## src/rtl/spiclk_pkg.sv

```systemverilog
// Shared definitions for the SPI serial clock generator.
// Assumes: the law-select bit sits directly above the exponent field.
package spiclk_pkg;
    typedef enum logic {
        LAW_POW2   = 1'b0,
        LAW_LINEAR = 1'b1
    } div_law_e;
endpackage

```

## src/rtl/spiclk_half_calc.sv

```systemverilog
// Half-period calculator: turns the divider fields into the number of
// module clocks that each SCK level lasts.
// Assumes: HALF_W can hold both N+1 and 2^((1<<EXP_W)-2).
module spiclk_half_calc
    import spiclk_pkg::*;
#(
    parameter int LIN_W  = 8,
    parameter int EXP_W  = 4,
    parameter int HALF_W = 15
) (
    input  logic [LIN_W-1:0]  lin_n,
    input  logic [EXP_W-1:0]  exp_m,
    input  div_law_e          law,
    output logic [HALF_W-1:0] half
);
    // Pick the half-period for the selected law; exponent 0 is folded onto 1.
    always_comb begin
        if (law == LAW_LINEAR) begin
            half = HALF_W'(lin_n) + HALF_W'(1);
        end else if (exp_m == '0) begin
            half = HALF_W'(1);
        end else begin
            half = HALF_W'(1) << (exp_m - EXP_W'(1));
        end
    end
endmodule

```

## src/rtl/spiclk_timer.sv

```systemverilog
// Half-period timer: counts module clocks within each SCK level and
// flags leading and trailing edge ticks. It captures the half-period
// at transfer start and stops only on a trailing tick with run low.
// Assumes: half_in is never zero.
module spiclk_timer #(
    parameter int HALF_W = 15
) (
    input  logic              clk,
    input  logic              rst_n,
    input  logic              run,
    input  logic [HALF_W-1:0] half_in,
    output logic              active,
    output logic              start,
    output logic              lead_tick,
    output logic              trail_tick
);
    logic [HALF_W-1:0] cnt;
    logic [HALF_W-1:0] half_q;
    logic              phase;   // 0: SCK at rest level, 1: SCK away from it
    logic              tick;

    // Decode the start condition and the edge ticks.
    always_comb begin
        start      = !active && run;
        tick       = active && (cnt == '0);
        lead_tick  = tick && !phase;
        trail_tick = tick && phase;
    end

    // Count clocks inside a level, advance the phase and end the transfer.
    always_ff @(posedge clk) begin
        if (!rst_n) begin
            active <= 1'b0;
            phase  <= 1'b0;
            cnt    <= '0;
            half_q <= HALF_W'(1);
        end else if (start) begin
            active <= 1'b1;
            phase  <= 1'b0;
            cnt    <= half_in - HALF_W'(1);
            half_q <= half_in;
        end else if (active) begin
            if (cnt == '0) begin
                cnt   <= half_q - HALF_W'(1);
                phase <= ~phase;
                if (phase && !run) begin
                    active <= 1'b0;
                end
            end else begin
                cnt <= cnt - HALF_W'(1);
            end
        end
    end

    // the down-counter never reaches the captured half-period.
    assert_count_in_range_R5: assert property (@(posedge clk) disable iff (!rst_n)
        active |-> (cnt < half_q));

    // an idle timer always rests in the rest-level phase.
    assert_rest_phase_when_idle_R6: assert property (@(posedge clk) disable iff (!rst_n)
        !active |-> !phase);
endmodule

```

## src/rtl/spiclk_edge.sv

```systemverilog
// Edge generator: drives SCK and the launch/sample enables from the
// timer ticks, using CPOL/CPHA captured at transfer start.
// Assumes: start, lead_tick and trail_tick are mutually exclusive.
module spiclk_edge (
    input  logic clk,
    input  logic rst_n,
    input  logic start,
    input  logic active,
    input  logic lead_tick,
    input  logic trail_tick,
    input  logic cpol,
    input  logic cpha,
    output logic sck,
    output logic launch_en,
    output logic sample_en
);
    logic cpol_q;
    logic cpha_q;

    // Capture the clock mode for the whole transfer.
    always_ff @(posedge clk) begin
        if (!rst_n) begin
            cpol_q <= 1'b0;
            cpha_q <= 1'b0;
        end else if (start) begin
            cpol_q <= cpol;
            cpha_q <= cpha;
        end
    end

    // Move SCK on ticks during a transfer; track live CPOL when idle.
    always_ff @(posedge clk) begin
        if (!rst_n) begin
            sck <= 1'b0;
        end else if (start) begin
            sck <= cpol;
        end else if (lead_tick) begin
            sck <= ~cpol_q;
        end else if (trail_tick) begin
            sck <= cpol_q;
        end else if (!active) begin
            sck <= cpol;
        end
    end

    // Route each tick to the launch or sample enable according to phase.
    always_ff @(posedge clk) begin
        if (!rst_n) begin
            launch_en <= 1'b0;
            sample_en <= 1'b0;
        end else begin
            launch_en <= cpha_q ? lead_tick  : trail_tick;
            sample_en <= cpha_q ? trail_tick : lead_tick;
        end
    end

    // launch and sample never coincide.
    assert_pulses_exclusive_R7: assert property (@(posedge clk) disable iff (!rst_n)
        !(launch_en && sample_en));

    // every enable pulse coincides with a fresh SCK level.
    assert_pulse_on_edge_R7: assert property (@(posedge clk) disable iff (!rst_n)
        (launch_en || sample_en) |-> !$stable(sck));

    // between ticks of a running transfer SCK holds its level.
    assert_hold_between_ticks_R5: assert property (@(posedge clk) disable iff (!rst_n)
        (active && !lead_tick && !trail_tick) |=> $stable(sck));

    // a transfer ends with SCK back at its captured rest level.
    assert_stop_at_rest_R6: assert property (@(posedge clk) disable iff (!rst_n)
        $fell(active) |-> (sck == cpol_q));
endmodule

```

## src/rtl/spiclk_gen.sv

```systemverilog
// Dual-mode SPI serial clock generator top: splits the divider word,
// computes the half-period and connects the timer and edge generator.
// Assumes: div_cfg packs N low, M above it, law select on top.
module spiclk_gen
    import spiclk_pkg::*;
#(
    parameter int LIN_W = 8,
    parameter int EXP_W = 4
) (
    input  logic                   clk,
    input  logic                   rst_n,
    input  logic                   run,
    input  logic                   cpol,
    input  logic                   cpha,
    input  logic [LIN_W+EXP_W:0]   div_cfg,
    output logic                   sck,
    output logic                   launch_en,
    output logic                   sample_en
);
    localparam int P2_W   = (1 << EXP_W) - 1;
    localparam int HALF_W = (LIN_W + 1 > P2_W) ? LIN_W + 1 : P2_W;

    logic [LIN_W-1:0]  lin_n;
    logic [EXP_W-1:0]  exp_m;
    div_law_e          law;
    logic [HALF_W-1:0] half;
    logic              active;
    logic              start;
    logic              lead_tick;
    logic              trail_tick;

    // Split the configuration word into its fields.
    always_comb begin
        lin_n = div_cfg[LIN_W-1:0];
        exp_m = div_cfg[LIN_W+EXP_W-1:LIN_W];
        law   = div_law_e'(div_cfg[LIN_W+EXP_W]);
    end

    spiclk_half_calc #(
        .LIN_W (LIN_W),
        .EXP_W (EXP_W),
        .HALF_W(HALF_W)
    ) u_half (
        .lin_n(lin_n),
        .exp_m(exp_m),
        .law  (law),
        .half (half)
    );

    spiclk_timer #(
        .HALF_W(HALF_W)
    ) u_timer (
        .clk       (clk),
        .rst_n     (rst_n),
        .run       (run),
        .half_in   (half),
        .active    (active),
        .start     (start),
        .lead_tick (lead_tick),
        .trail_tick(trail_tick)
    );

    spiclk_edge u_edge (
        .clk       (clk),
        .rst_n     (rst_n),
        .start     (start),
        .active    (active),
        .lead_tick (lead_tick),
        .trail_tick(trail_tick),
        .cpol      (cpol),
        .cpha      (cpha),
        .sck       (sck),
        .launch_en (launch_en),
        .sample_en (sample_en)
    );

    // no enable pulse outside a transfer once the timer is idle for a cycle.
    assert_quiet_when_idle_R9: assert property (@(posedge clk) disable iff (!rst_n)
        (!active && !$past(active)) |-> (!launch_en && !sample_en));
endmodule

```

## config.mk

```make
export PLATFORM = sky130hd
export DESIGN_NAME = spiclk_gen
export DESIGN_NICKNAME = d
export VERILOG_FILES = /design/src/rtl/spiclk_pkg.sv /design/src/rtl/spiclk_half_calc.sv /design/src/rtl/spiclk_timer.sv /design/src/rtl/spiclk_edge.sv /design/src/rtl/spiclk_gen.sv
export SDC_FILE = /design/constraint.sdc
export NUM_CORES = 1
export LEC_CHECK = 0
export ABC_CLOCK_PERIOD_IN_PS = 4570
export BUFFER_PORTS_ARGS = -buffer_cell sky130_fd_sc_hd__buf_2
export CAP_MARGIN = 25
export CORE_ASPECT_RATIO = 0.9
export CORE_MARGIN = 3
export CORE_UTILIZATION = 25
export CTS_CLUSTER_DIAMETER = 150
export DETAILED_ROUTE_END_ITERATION = 16
export PLACE_DENSITY = 0.5
export SYNTH_ARGS = -nofsm -noshare
export SYNTH_HDL_FRONTEND = slang
export SYNTH_SLANG_ARGS = --single-unit
```

## constraint.sdc

```tcl
create_clock -name clk -period 4.57 [get_ports clk]
set_clock_uncertainty 0.2 [all_clocks]
set_input_delay 0.914 -clock clk [delete_from_list [all_inputs] [get_ports clk]]
set_output_delay 0.914 -clock clk [all_outputs]
set_load 0.005 [all_outputs]
```

==> summary.txt <==
Run status
  – Status: completed

Die
  – Die ar.: 0.0106 sq mm
  – Die Span X: 108 um
  – Die H: 97.8 um
  – I/O Pins: 21
  – Total core area: 0.00885 sq mm
  – Starting density of the core: 26.5%
  – Row count: 32

STA
  – Fin crit period: 3.26 ns
  – Setup-failing EPs final: 0
  – Final worst path period share: 71.3%
  – Final hold vios: 0
  – Actual slew at the worst max-slew pin: 0.769 ns
  – Max-slew headroom: 48.3%
  – Count of pins over their slew limit: 0
  – Hold_ws: 0.261 ns
  – Unrepaired setup endpoints after global routing: false
  – Final TNS setup: 0 ns
  – Max Clk Rate: 0.307 GHz

Job
  – Max Cap Violations: 0

GRT
  – Total gr overflow: 0
  – Total track usage: 13.7%
  – Largest net degree at the start of global routing: 28
  – Antenna violations before repair: 0
  – First-pass GRT wire length: 11.3 mm
  – Vias in the first global route: 2102

Place
  – Final Wtd Congestion: 0.840
  – DP HPWL: 5.15 mm
  – Number of I/O port buffers: 20

Detailed routing
  – First-pass detailed-route iteration total: 5
  – Via-to-Cell Ratio: 5.43
  – Wire per inst: 16.8 um
  – Via count: 2285
  – Post-DRT Antenna Nets: 0
  – 1st-iter DRT viols: 216
  – Final WL: 7.06 mm
  – Post-route DRC: 0

Setup path
  – R2R setup slack: 1.31 ns
  – R2r endpoint: u_timer.cnt[14]
  – Most used cell, CP: nand2_1
  – WP data required: 4.59 ns
  – Worst reg2reg path depth: 10
  – Critical path type: register to register
  – Setup crit start: u_timer.cnt[9]
  – Crit-path slowest cell: nor4_2
  – Reg2reg start: u_timer.cnt[9]
  – Crit-path cells: nor4_2 > nand2_1 > nor2_2 > nand2_1 > a21o_1 > ha_1 > o21ai_0 > nor2_1 > and4_4 > o31ai_1
  – Worst setup endpoint: u_timer.cnt[14]
  – Critical Path AT: 3.28 ns
  – Cell depth of the worst setup path: 10
  – CP Capture Type: register
  – CP delay by family, top: simple AND/OR/NAND/NOR gates
  – CP peak stage delay: 0.72 ns
  – Worst-path fanout max: 8
  – Worst Setup Start Kind: register
  – Buf/Inv on CP: 0

Synthesis
  – Post-synthesis cell type count: 69
  – Post-synth EDFFs: 0
  – Ys async rst share: 0%
  – Mapped Area: 0.00234 sq mm
  – #FFs+latches synth: 37
  – Top cell type's share of synthesized area: 31.6%
  – Syn_nets: 311
  – Avg Inst Size Synth: 8.08 sq um
  – Synth warn: 0
  – Area leader, netlist: dfxtp_1
  – Area contributors post-synth: dfxtp_1, nand2_1, nor2_1, a21oi_1, xnor2_1
  – Register area share after synthesis: 31.6%
  – Top_reg_cell synth: dfxtp_1
  – Post-synthesis cell count: 290

Clock network
  – Clock Latency Late Sink: 0.30 ns
  – Htree depth: 2
  – CTS root buffer: clkbuf_8
  – Hold Buf Count CTS: 0
  – Clock Pin Slew Worst Setup and Hold Paths: 0.08 ns
  – Post-CTS sizing: 0
  – Clock tree from TritonCTS: built
  – Clk sinks: 37
  – Post CTS Setup Buffer Count: 0
  – CTS Buffer Depth: 2
  – CTS Buf Count: 5

Power
  – Power density over the cells: 329 mW/mm^2
  – Leak Pwr: 0.892 nW
  – Peak VDD IR: 0.116 mV

Finish
  – Commonest cells after routing, fill and taps aside: dfxtp_1, nand2_1, nor2_1
  – Layout cell share with drive strength beyond 1: 15.9%
  – Final nets: 322
  – Ant. Diodes: 0
  – Commonest non-fill, non-tap cell in the layout: dfxtp_1
  – Layout area overhead: 11.0%

Min path
  – Min-delay worst type: register to register
## worst min path at each step
stage,startpoint,to,slack (ns),cells after the start
final,u_timer.half_q[13],u_timer.half_q[13],0.26,2
after CTS,u_timer.half_q[13],u_timer.half_q[13],0.26,2
after floorplan,u_timer.half_q[10],u_timer.half_q[10],0.23,2
after global routing,u_edge.cpha_q,u_edge.cpha_q,0.29,2
after detailed placement,u_timer.half_q[13],u_timer.half_q[13],0.25,2
after global placement,u_timer.half_q[13],u_timer.half_q[13],0.25,2
## area by class of cell
type | count | area (sq um)
Clock inverter | 2 | 10.0
Inverter | 5 | 18.8
Clock buffer | 6 | 72.6
Timing Repair Buffer | 21 | 108
Fill cell | 972 | 6250
Sequential cell | 37 | 741
Tap cell | 119 | 149
Multi-Input combinational cell | 231 | 1500
## cell usage after synthesis, drive strengths merged (2+ instances only)
| library cell | n |
|---|---|
| o2111ai | 2 |
| nand3 | 12 |
| o211a | 2 |
| or2 | 2 |
| o21ai | 13 |
| or4b | 3 |
| nor3 | 10 |
| a41oi | 3 |
| a21oi | 19 |
| o311ai | 2 |
| nor2 | 33 |
| and4 | 2 |
| a211oi | 5 |
| nand4 | 4 |
| o21a | 2 |
| xor2 | 3 |
| or3 | 2 |
| o211ai | 4 |
| nor4 | 6 |
| a211o | 2 |
| a311oi | 3 |
| clkbuf | 11 |
| dfxtp | 37 |
| buf | 6 |
| and3 | 3 |
| xnor2 | 9 |
| ha | 3 |
| a31oi | 7 |
| nor2b | 6 |
| o22ai | 2 |
| nand2b | 3 |
| o31ai | 3 |
| nand2 | 33 |
| nor4b | 5 |
| a32oi | 4 |
| inv | 4 |
## cells by family (layout without fill, tap and decap cells)
kind of cell	count (synthesis)	in the layout	synth area share, %
flops	37	37	31.6
mux	1	1	0.427
simple gates	131	131	30.9
buf+inv	22	34	4.43
xor+xnor	12	12	4.49
fa+ha+maj	3	3	1.60
compound gates	84	84	26.5
## layer usage
layer	GRT usage (%)	wire (um)	up-vias	part of all wire [%]
met5	0	0	-	0
met4	2.82	59	0	0.84
met3	3.11	486	6	6.9
met2	20.2	2960	79	42
met1	20.4	3550	1082	50
li1	-	-	1118	-
## metrics by stage
stage / setup WS [ns] / area [sq um] / utilization, % / cells / power (mW)
CTS: 1.32 / 2600 / 29.4 / 421 / 0.860
finish: 1.31 / 2600 / 29.4 / 421 / 0.856
detailed placement: 1.18 / 2520 / 28.4 / 413 / 0.625
global route: 1.08 / 2600 / 29.4 / 421 / 0.905
global placement: 1.18 / 2520 / 28.4 / 413 / 0.626
floorplan: 1.52 / 2340 / - / 290 / 0.560
## registers in the layout, summed over array words and instances, names as in the netlist
register          count
u_timer.half_q       15
u_edge.sample_en      1
u_edge.cpha_q         1
u_edge.sck            1
u_edge.cpol_q         1
u_timer.phase         1
u_edge.launch_en      1
u_timer.active        1
u_timer.cnt          15
## tightest hold or removal path: stages, from the launching register on
cell and delay (ns):
dfxtp_1 0.32, nand2_1 0.05, a21oi_1 0.05
## power by group
group | switching (mW) | internal, mW | leakage [nW]
sequential | 0.0283 | 0.346 | 0.303
clock | 0.129 | 0.106 | 0.0450
combinational | 0.156 | 0.0914 | 0.544
total | 0.313 | 0.543 | 0.892
Power figures use the tool's default switching activity.
